[src/rtl/pin_req_pkg.sv]
package pin_req_pkg;
  typedef enum logic {
    SVC_IDLE = 1'b0,
    SVC_BUSY = 1'b1
  } svc_state_e;
endpackage

[src/rtl/prio_pick.sv]
module prio_pick #(
  parameter int NUM   = 6,
  parameter int IDX_W = 3
) (
  input  logic [NUM-1:0]   req,
  output logic             found,
  output logic [IDX_W-1:0] idx
);
  // Scan from the top so the lowest set bit is the last one written.
  always_comb begin
    found = 1'b0;
    idx   = '0;
    for (int k = NUM - 1; k >= 0; k--) begin
      if (req[k]) begin
        found = 1'b1;
        idx   = IDX_W'(k);
      end
    end
  end
endmodule

[src/rtl/svc_fsm.sv]
module svc_fsm
  import pin_req_pkg::*;
#(
  parameter int IDX_W = 3
) (
  input  logic             clk,
  input  logic             rst_n,
  input  logic             pick_found,
  input  logic             pick_masked,
  input  logic [IDX_W-1:0] pick_idx,
  input  logic             dlv_done,
  output logic             busy,
  output logic [IDX_W-1:0] cur_idx,
  output logic             take
);
  svc_state_e       state_q, state_d;
  logic [IDX_W-1:0] cur_q, cur_d;
  logic             cur_en;

  always_comb begin
    state_d = state_q;
    cur_d   = cur_q;
    take    = (state_q == SVC_IDLE) && pick_found;
    cur_en  = take && !pick_masked;
    if (cur_en) begin
      state_d = SVC_BUSY;
      cur_d   = pick_idx;
    end else if ((state_q == SVC_BUSY) && dlv_done) begin
      state_d = SVC_IDLE;
    end
  end

  always_ff @(posedge clk or negedge rst_n) begin
    if (!rst_n) begin
      state_q <= SVC_IDLE;
      cur_q   <= '0;
    end else begin
      state_q <= state_d;
      if (cur_en) cur_q <= cur_d;
    end
  end

  assign busy    = (state_q == SVC_BUSY);
  assign cur_idx = cur_q;


  one_flight_chk: assert property (@(posedge clk) disable iff (!rst_n)
    (busy && !dlv_done) |=> (busy && $stable(cur_idx)));
endmodule

[src/rtl/pin_req_tracker.sv]
module pin_req_tracker #(
  parameter int NUM_PINS = 6,
  parameter int PIN_W    = 4,
  parameter int VEC_W    = 8,
  localparam int IDX_W   = (NUM_PINS > 1) ? $clog2(NUM_PINS) : 1
) (
  input  logic                      clk,
  input  logic                      rst_n,
  input  logic                      irq_valid,
  input  logic [PIN_W-1:0]          irq_pin,
  input  logic                      irq_level,
  input  logic [NUM_PINS-1:0]       cfg_mask,
  input  logic [NUM_PINS-1:0]       cfg_pol,
  input  logic [NUM_PINS-1:0]       cfg_level,
  input  logic [NUM_PINS*VEC_W-1:0] cfg_vector,
  input  logic                      eoi_valid,
  input  logic [VEC_W-1:0]          eoi_vector,
  output logic                      dlv_req,
  output logic [IDX_W-1:0]          dlv_pin,
  output logic [VEC_W-1:0]          dlv_vector,
  output logic                      dlv_level,
  input  logic                      dlv_done,
  input  logic                      dlv_ok,
  output logic [NUM_PINS-1:0]       req_bits,
  output logic [NUM_PINS-1:0]       inserv_bits
);
  logic [VEC_W-1:0]    vec_a [NUM_PINS];
  logic [NUM_PINS-1:0] irr_q, irr_d, rirr_q, rirr_d, pend_q, pend_d;
  logic [NUM_PINS-1:0] hit_evt, eoi_hit, cmpl, set_rirr, trig_evt, pin_en;
  logic                pick_found, pick_masked, busy, take;
  logic [IDX_W-1:0]    pick_idx, cur_idx;
  logic                eff;

  for (genvar g = 0; g < NUM_PINS; g++) begin : g_vec
    assign vec_a[g] = cfg_vector[g*VEC_W +: VEC_W];
  end

  prio_pick #(.NUM(NUM_PINS), .IDX_W(IDX_W)) pick_i (
    .req(pend_q), .found(pick_found), .idx(pick_idx)
  );

  assign pick_masked = cfg_mask[pick_idx];

  svc_fsm #(.IDX_W(IDX_W)) fsm_i (
    .clk(clk), .rst_n(rst_n), .pick_found(pick_found),
    .pick_masked(pick_masked), .pick_idx(pick_idx), .dlv_done(dlv_done),
    .busy(busy), .cur_idx(cur_idx), .take(take)
  );

  assign eff = irq_level ^ cfg_pol[irq_pin[IDX_W-1:0]];

  always_comb begin
    for (int i = 0; i < NUM_PINS; i++) begin
      logic serviced;
      hit_evt[i]  = irq_valid && (irq_pin == PIN_W'(i));
      eoi_hit[i]  = eoi_valid && (vec_a[i] == eoi_vector);
      cmpl[i]     = busy && dlv_done && (cur_idx == IDX_W'(i));
      set_rirr[i] = cmpl[i] && dlv_ok && cfg_level[i];
      serviced    = cmpl[i] || (take && pick_masked && (pick_idx == IDX_W'(i)));
      trig_evt[i] = hit_evt[i] && eff &&
                    ((!cfg_level[i] && !irr_q[i]) || !rirr_q[i]);
      // request bit: edge service clears, a same-cycle event wins
      irr_d[i] = irr_q[i];
      if (serviced && !cfg_level[i]) irr_d[i] = 1'b0;
      if (hit_evt[i]) irr_d[i] = eff;
      // in-service flag: completion wins over a same-cycle EOI
      rirr_d[i] = rirr_q[i];
      if (eoi_hit[i]) rirr_d[i] = 1'b0;
      if (set_rirr[i]) rirr_d[i] = 1'b1;
      // pending service
      pend_d[i] = pend_q[i];
      if (take && (pick_idx == IDX_W'(i))) pend_d[i] = 1'b0;
      if (trig_evt[i] ||
          (eoi_hit[i] && !cfg_mask[i] && irr_d[i] && !set_rirr[i]))
        pend_d[i] = 1'b1;
      pin_en[i] = hit_evt[i] || eoi_hit[i] || serviced || take;
    end
  end

  always_ff @(posedge clk or negedge rst_n) begin
    if (!rst_n) begin
      irr_q  <= '0;
      rirr_q <= '0;
      pend_q <= '0;
    end else begin
      for (int i = 0; i < NUM_PINS; i++) begin
        if (pin_en[i]) begin
          irr_q[i]  <= irr_d[i];
          rirr_q[i] <= rirr_d[i];
          pend_q[i] <= pend_d[i];
        end
      end
    end
  end

  assign dlv_req     = busy;
  assign dlv_pin     = cur_idx;
  assign dlv_vector  = vec_a[cur_idx];
  assign dlv_level   = cfg_level[cur_idx];
  assign req_bits    = irr_q;
  assign inserv_bits = rirr_q;


  busy_hold_chk: assert property (@(posedge clk) disable iff (!rst_n)
    (dlv_req && !dlv_done) |=> (dlv_req && $stable(dlv_pin)));


  oor_ignore_chk: assert property (@(posedge clk) disable iff (!rst_n)
    (irq_valid && (int'(irq_pin) >= NUM_PINS) && !dlv_done && !eoi_valid && !take)
    |=> ($stable(req_bits) && $stable(inserv_bits)));

  for (genvar g = 0; g < NUM_PINS; g++) begin : g_chk

    rirr_rise_chk: assert property (@(posedge clk) disable iff (!rst_n)
      (inserv_bits[g] && !$past(inserv_bits[g])) |-> $past(set_rirr[g]));

    eoi_clear_chk: assert property (@(posedge clk) disable iff (!rst_n)
      (eoi_hit[g] && !set_rirr[g]) |=> !inserv_bits[g]);
  end
endmodule

[config.mk]
export PLATFORM = sky130hd
export DESIGN_NAME = pin_req_tracker
export DESIGN_NICKNAME = d
export VERILOG_FILES = /design/src/rtl/pin_req_pkg.sv /design/src/rtl/prio_pick.sv /design/src/rtl/svc_fsm.sv /design/src/rtl/pin_req_tracker.sv
export SDC_FILE = /design/constraint.sdc
export NUM_CORES = 1
export LEC_CHECK = 0
export CORE_MARGIN = 4
export CORE_UTILIZATION = 48
export CTS_BUF_LIST = sky130_fd_sc_hd__clkbuf_8
export DETAILED_ROUTE_END_ITERATION = 8
export PLACE_DENSITY = 0.92
export SYNTH_ARGS = -nofsm -noshare
export SYNTH_HDL_FRONTEND = slang
export SYNTH_SLANG_ARGS = --single-unit
export TNS_END_PERCENT = 100
[constraint.sdc]
create_clock -name clk -period 4.7 [get_ports clk]
set_clock_uncertainty 0.2 [all_clocks]
set_input_delay 0.94 -clock clk [delete_from_list [all_inputs] [get_ports clk]]
set_output_delay 0.94 -clock clk [all_outputs]
set_load 0.05 [all_outputs]
==> impl_metrics.env <==
export IMPL_postRouteAntennaNets=0
export IMPL_post_route_period_util_pct=86.78
export IMPL_syn_area_per_cell_um2=7.674
export IMPL_p_per_area_nw_per_um2=369.9
export IMPL_drive_gt1_share_pct=5.349
export IMPL_slowest_stage="clkdlybuf4s50_1"
export IMPL_cts_sinks=22
export IMPL_avgRoutedWirePerCell_um=16.70
export IMPL_synth_nets=423
export IMPL_wl_met3_um=963
export IMPL_rr_startpoint="fsm_i.cur_idx[2]"
export IMPL_insertion_delay_ns=0.27
export IMPL_grt_overflow_total=0
export IMPL_yosys_area_top_type="dfrtp_1"
export IMPL_cts_tree="done"
export IMPL_drt_iter0_drc=183
export IMPL_regToRegSetupSlack_ns=1.99
export IMPL_ios=110
export IMPL_min_path_type="flop to flop"
export IMPL_met1Wirelength_um=3204
export IMPL_synth_edf_count=0
export IMPL_drc_errors=0
export IMPL_numPortBuffers=109
export IMPL_fin_nets=516
export IMPL_finalCriticalPeriod_ns=4.079
export IMPL_antenna_found_initial=0
export IMPL_yosys_warnings=0
export IMPL_r2r_worst_path_cells=6
export IMPL_cp_max_fo=6
export IMPL_first_global_vias=2829
export IMPL_critPathKind="input port to primary output"
export IMPL_report_final_setup_viol=0
export IMPL_synth_ff_type="dfrtp_1"
export IMPL_die_area_um2=6644
export IMPL_cts_buffers=3
export IMPL_worstPathArrival_ns=2.94
export IMPL_vias=2869
export IMPL_die_x_um=81.51
export IMPL_cpMostUsedCell="clkdlybuf4s50_1"
export IMPL_insertedDiodeCount=0
export IMPL_synth_cell_types=58
export IMPL_rsz0062_at_grt="false"
export IMPL_yosysSeqAreaShare_pct=21.23
export IMPL_ctsResizeCount=0
export IMPL_leakage_nw=1.502
export IMPL_grt_use_total_pct=25.21
export IMPL_crit_path_cell_trace="clkdlybuf4s50_1 -> mux4_2 -> mux2_2 -> clkdlybuf4s50_1"
export IMPL_clkTransAtPathRegs_ns=0.08
export IMPL_via_per_inst=5.738
export IMPL_grt_max_degree=27
export IMPL_worst_pin_slew_ns=0.9776
export IMPL_mappedNetlistArea_um2=2594
export IMPL_synth_seq_cells=22
export IMPL_path_delay_family="buffers and inverters"
export IMPL_hold_start="inserv_bits[3]"
export IMPL_synth_cells=338
export IMPL_cts_hold_buf=0
export IMPL_start_kind="input port"
export IMPL_nFillCells=410
export IMPL_worst_path_buf_inv=2
export IMPL_hpwl_um=6830
export IMPL_syn_to_final_growth_pct=44.62
export IMPL_fin_setup_tns_ns=0
export IMPL_ir_worst_vdd_v=0.0003629
export IMPL_core_area_um2=5172
export IMPL_dr_max_layer_used="met4"
export IMPL_synth_commonest_cells="nand2_1 (28), xnor2_1 (28), nor2_1 (25)"
export IMPL_htree_levels=1
export IMPL_required_ns=3.56
export IMPL_row_count=26
export IMPL_drt_first_pass_iters=4
export IMPL_final_core_utilization_pct=72.52
export IMPL_slowest_delay_ns=0.72
export IMPL_route_met2_wl_um=4005
export IMPL_clock_path_buffers=2
export IMPL_synth_top_area_share_pct=21.23
export IMPL_cts_setup_buffers=0
export IMPL_ys_async_sr_fraction_pct=100.0
export IMPL_wl_um=8352
export IMPL_worstReg2RegEnd="pend_q[0]"
export IMPL_endpoint_kind="primary output"
export IMPL_maxSlewViolCount=0
export IMPL_max_slew_margin_pct=34.62
export IMPL_timing_fmax_mhz=245.2
export IMPL_synth_area_leaders="dfrtp_1 (21%), xnor2_1 (9.5%), xor2_1 (7.4%)"
export IMPL_grt_pass1_wl_um=13120
export IMPL_clockRootBuffer="clkbuf_8"
export IMPL_die_h_um=81.51
export IMPL_min_to="inserv_bits[3]"
export IMPL_floorplan_initialDensity_pct=50.15
export IMPL_hold_viol_final=0
export IMPL_maxCapViolCount=0
export IMPL_outcome="finished clean"
export IMPL_gp_congestion=0.9865
export IMPL_holdPathStages=1
==> metrics by stage <==
step / hold slack [ns] / instances / area (µm²) / worst slack [ns] / power (mW)
floorplan: 0.3386 / 338 / 2594 / 1.614 / 0.9139
global placement: 0.3132 / 496 / 3696 / 0.6268 / 1.242
detailed placement: 0.3152 / 496 / 3696 / 0.6455 / 1.247
CTS: 0.3345 / 500 / 3751 / 0.6198 / 1.389
global route: 0.3547 / 500 / 3751 / 0.5663 / 1.465
finish: 0.3290 / 500 / 3751 / 0.6214 / 1.387
==> sequential cells by signal (all words and copies together), names as in the netlist <==
signal / count
inserv_bits: 6
pend_q: 6
fsm_i.cur_idx: 3
req_bits: 6
fsm_i.busy: 1
==> metal layers <==
layer / GRT usage [%] / vias up
li1: - / 1394
met1: 28.36 / 1299
met2: 44.71 / 156
met3: 7.895 / 20
met4: 8.615 / 0
met5: 0 / -
==> report_power, final <==
| part | internal [mW] | switching (mW) |
|---|---|---|
| combinational | 0.386 | 0.577 |
| sequential | 0.220 | 0.0639 |
| clock | 0.0748 | 0.0658 |
==> worst max path at each step <==
stage                     start            end  slack [ns]  depth (start not counted)
2_1_floorplan  fsm_i.cur_idx[0]  dlv_vector[0]        1.61                          5
3_3_place_gp       cfg_level[0]      dlv_level        0.63                          4
3_5_place_dp       cfg_level[0]      dlv_level        0.65                          4
4_1_cts            cfg_level[0]      dlv_level        0.62                          4
5_1_grt            cfg_level[2]      dlv_level        0.57                          4
6_report           cfg_level[0]      dlv_level        0.62                          4
==> placed cells by master, fill, tap and decap left out, drive strengths merged, types with 2 or more instances in the layout <==
master,count
o22ai,8
or4,2
nor2b,4
a31o,2
clkdlybuf4s50,109
nor2,26
o2bb2ai,2
o21a,2
xnor2,28
nand3,8
buf,3
and4b,2
and3b,2
mux4,2
a21oi,21
and4,2
o21ai,12
o31ai,2
a32o,2
inv,22
or4b,2
xor2,22
nor3b,4
nand2b,11
mux2i,11
clkbuf,4
o211ai,4
nor4b,3
mux2,5
a41oi,2
nand4,4
nand2,28
dfrtp,22
a21o,3
nor3,16
nor4,7
a32oi,3
a22oi,2
and3,2
o41ai,2
==> layout make-up <==
cell class              count  area (µm²)  area share [%]
repair buffers            112        1114           29.69
well taps                  70       87.58           2.335
multi-input cells         270        1862           49.63
inverters                  22       82.58           2.201
clock buffers               4       55.05           1.468
flip-flops and latches     22       550.5           14.68
==> kinds of logic after synthesis <==
family                    count (synthesis)  share of synthesized area (%)
and+or+nand+nor                         127                          26.44
xor gates and xnor gates                 50                          16.88
buffers and inverters                    46                          6.995
muxes                                    18                          8.586
AOI/OAI and AO/OA                        75                          19.88
DFF                                      22                          21.23
Note: power is estimated with default switching activity, not from simulation.
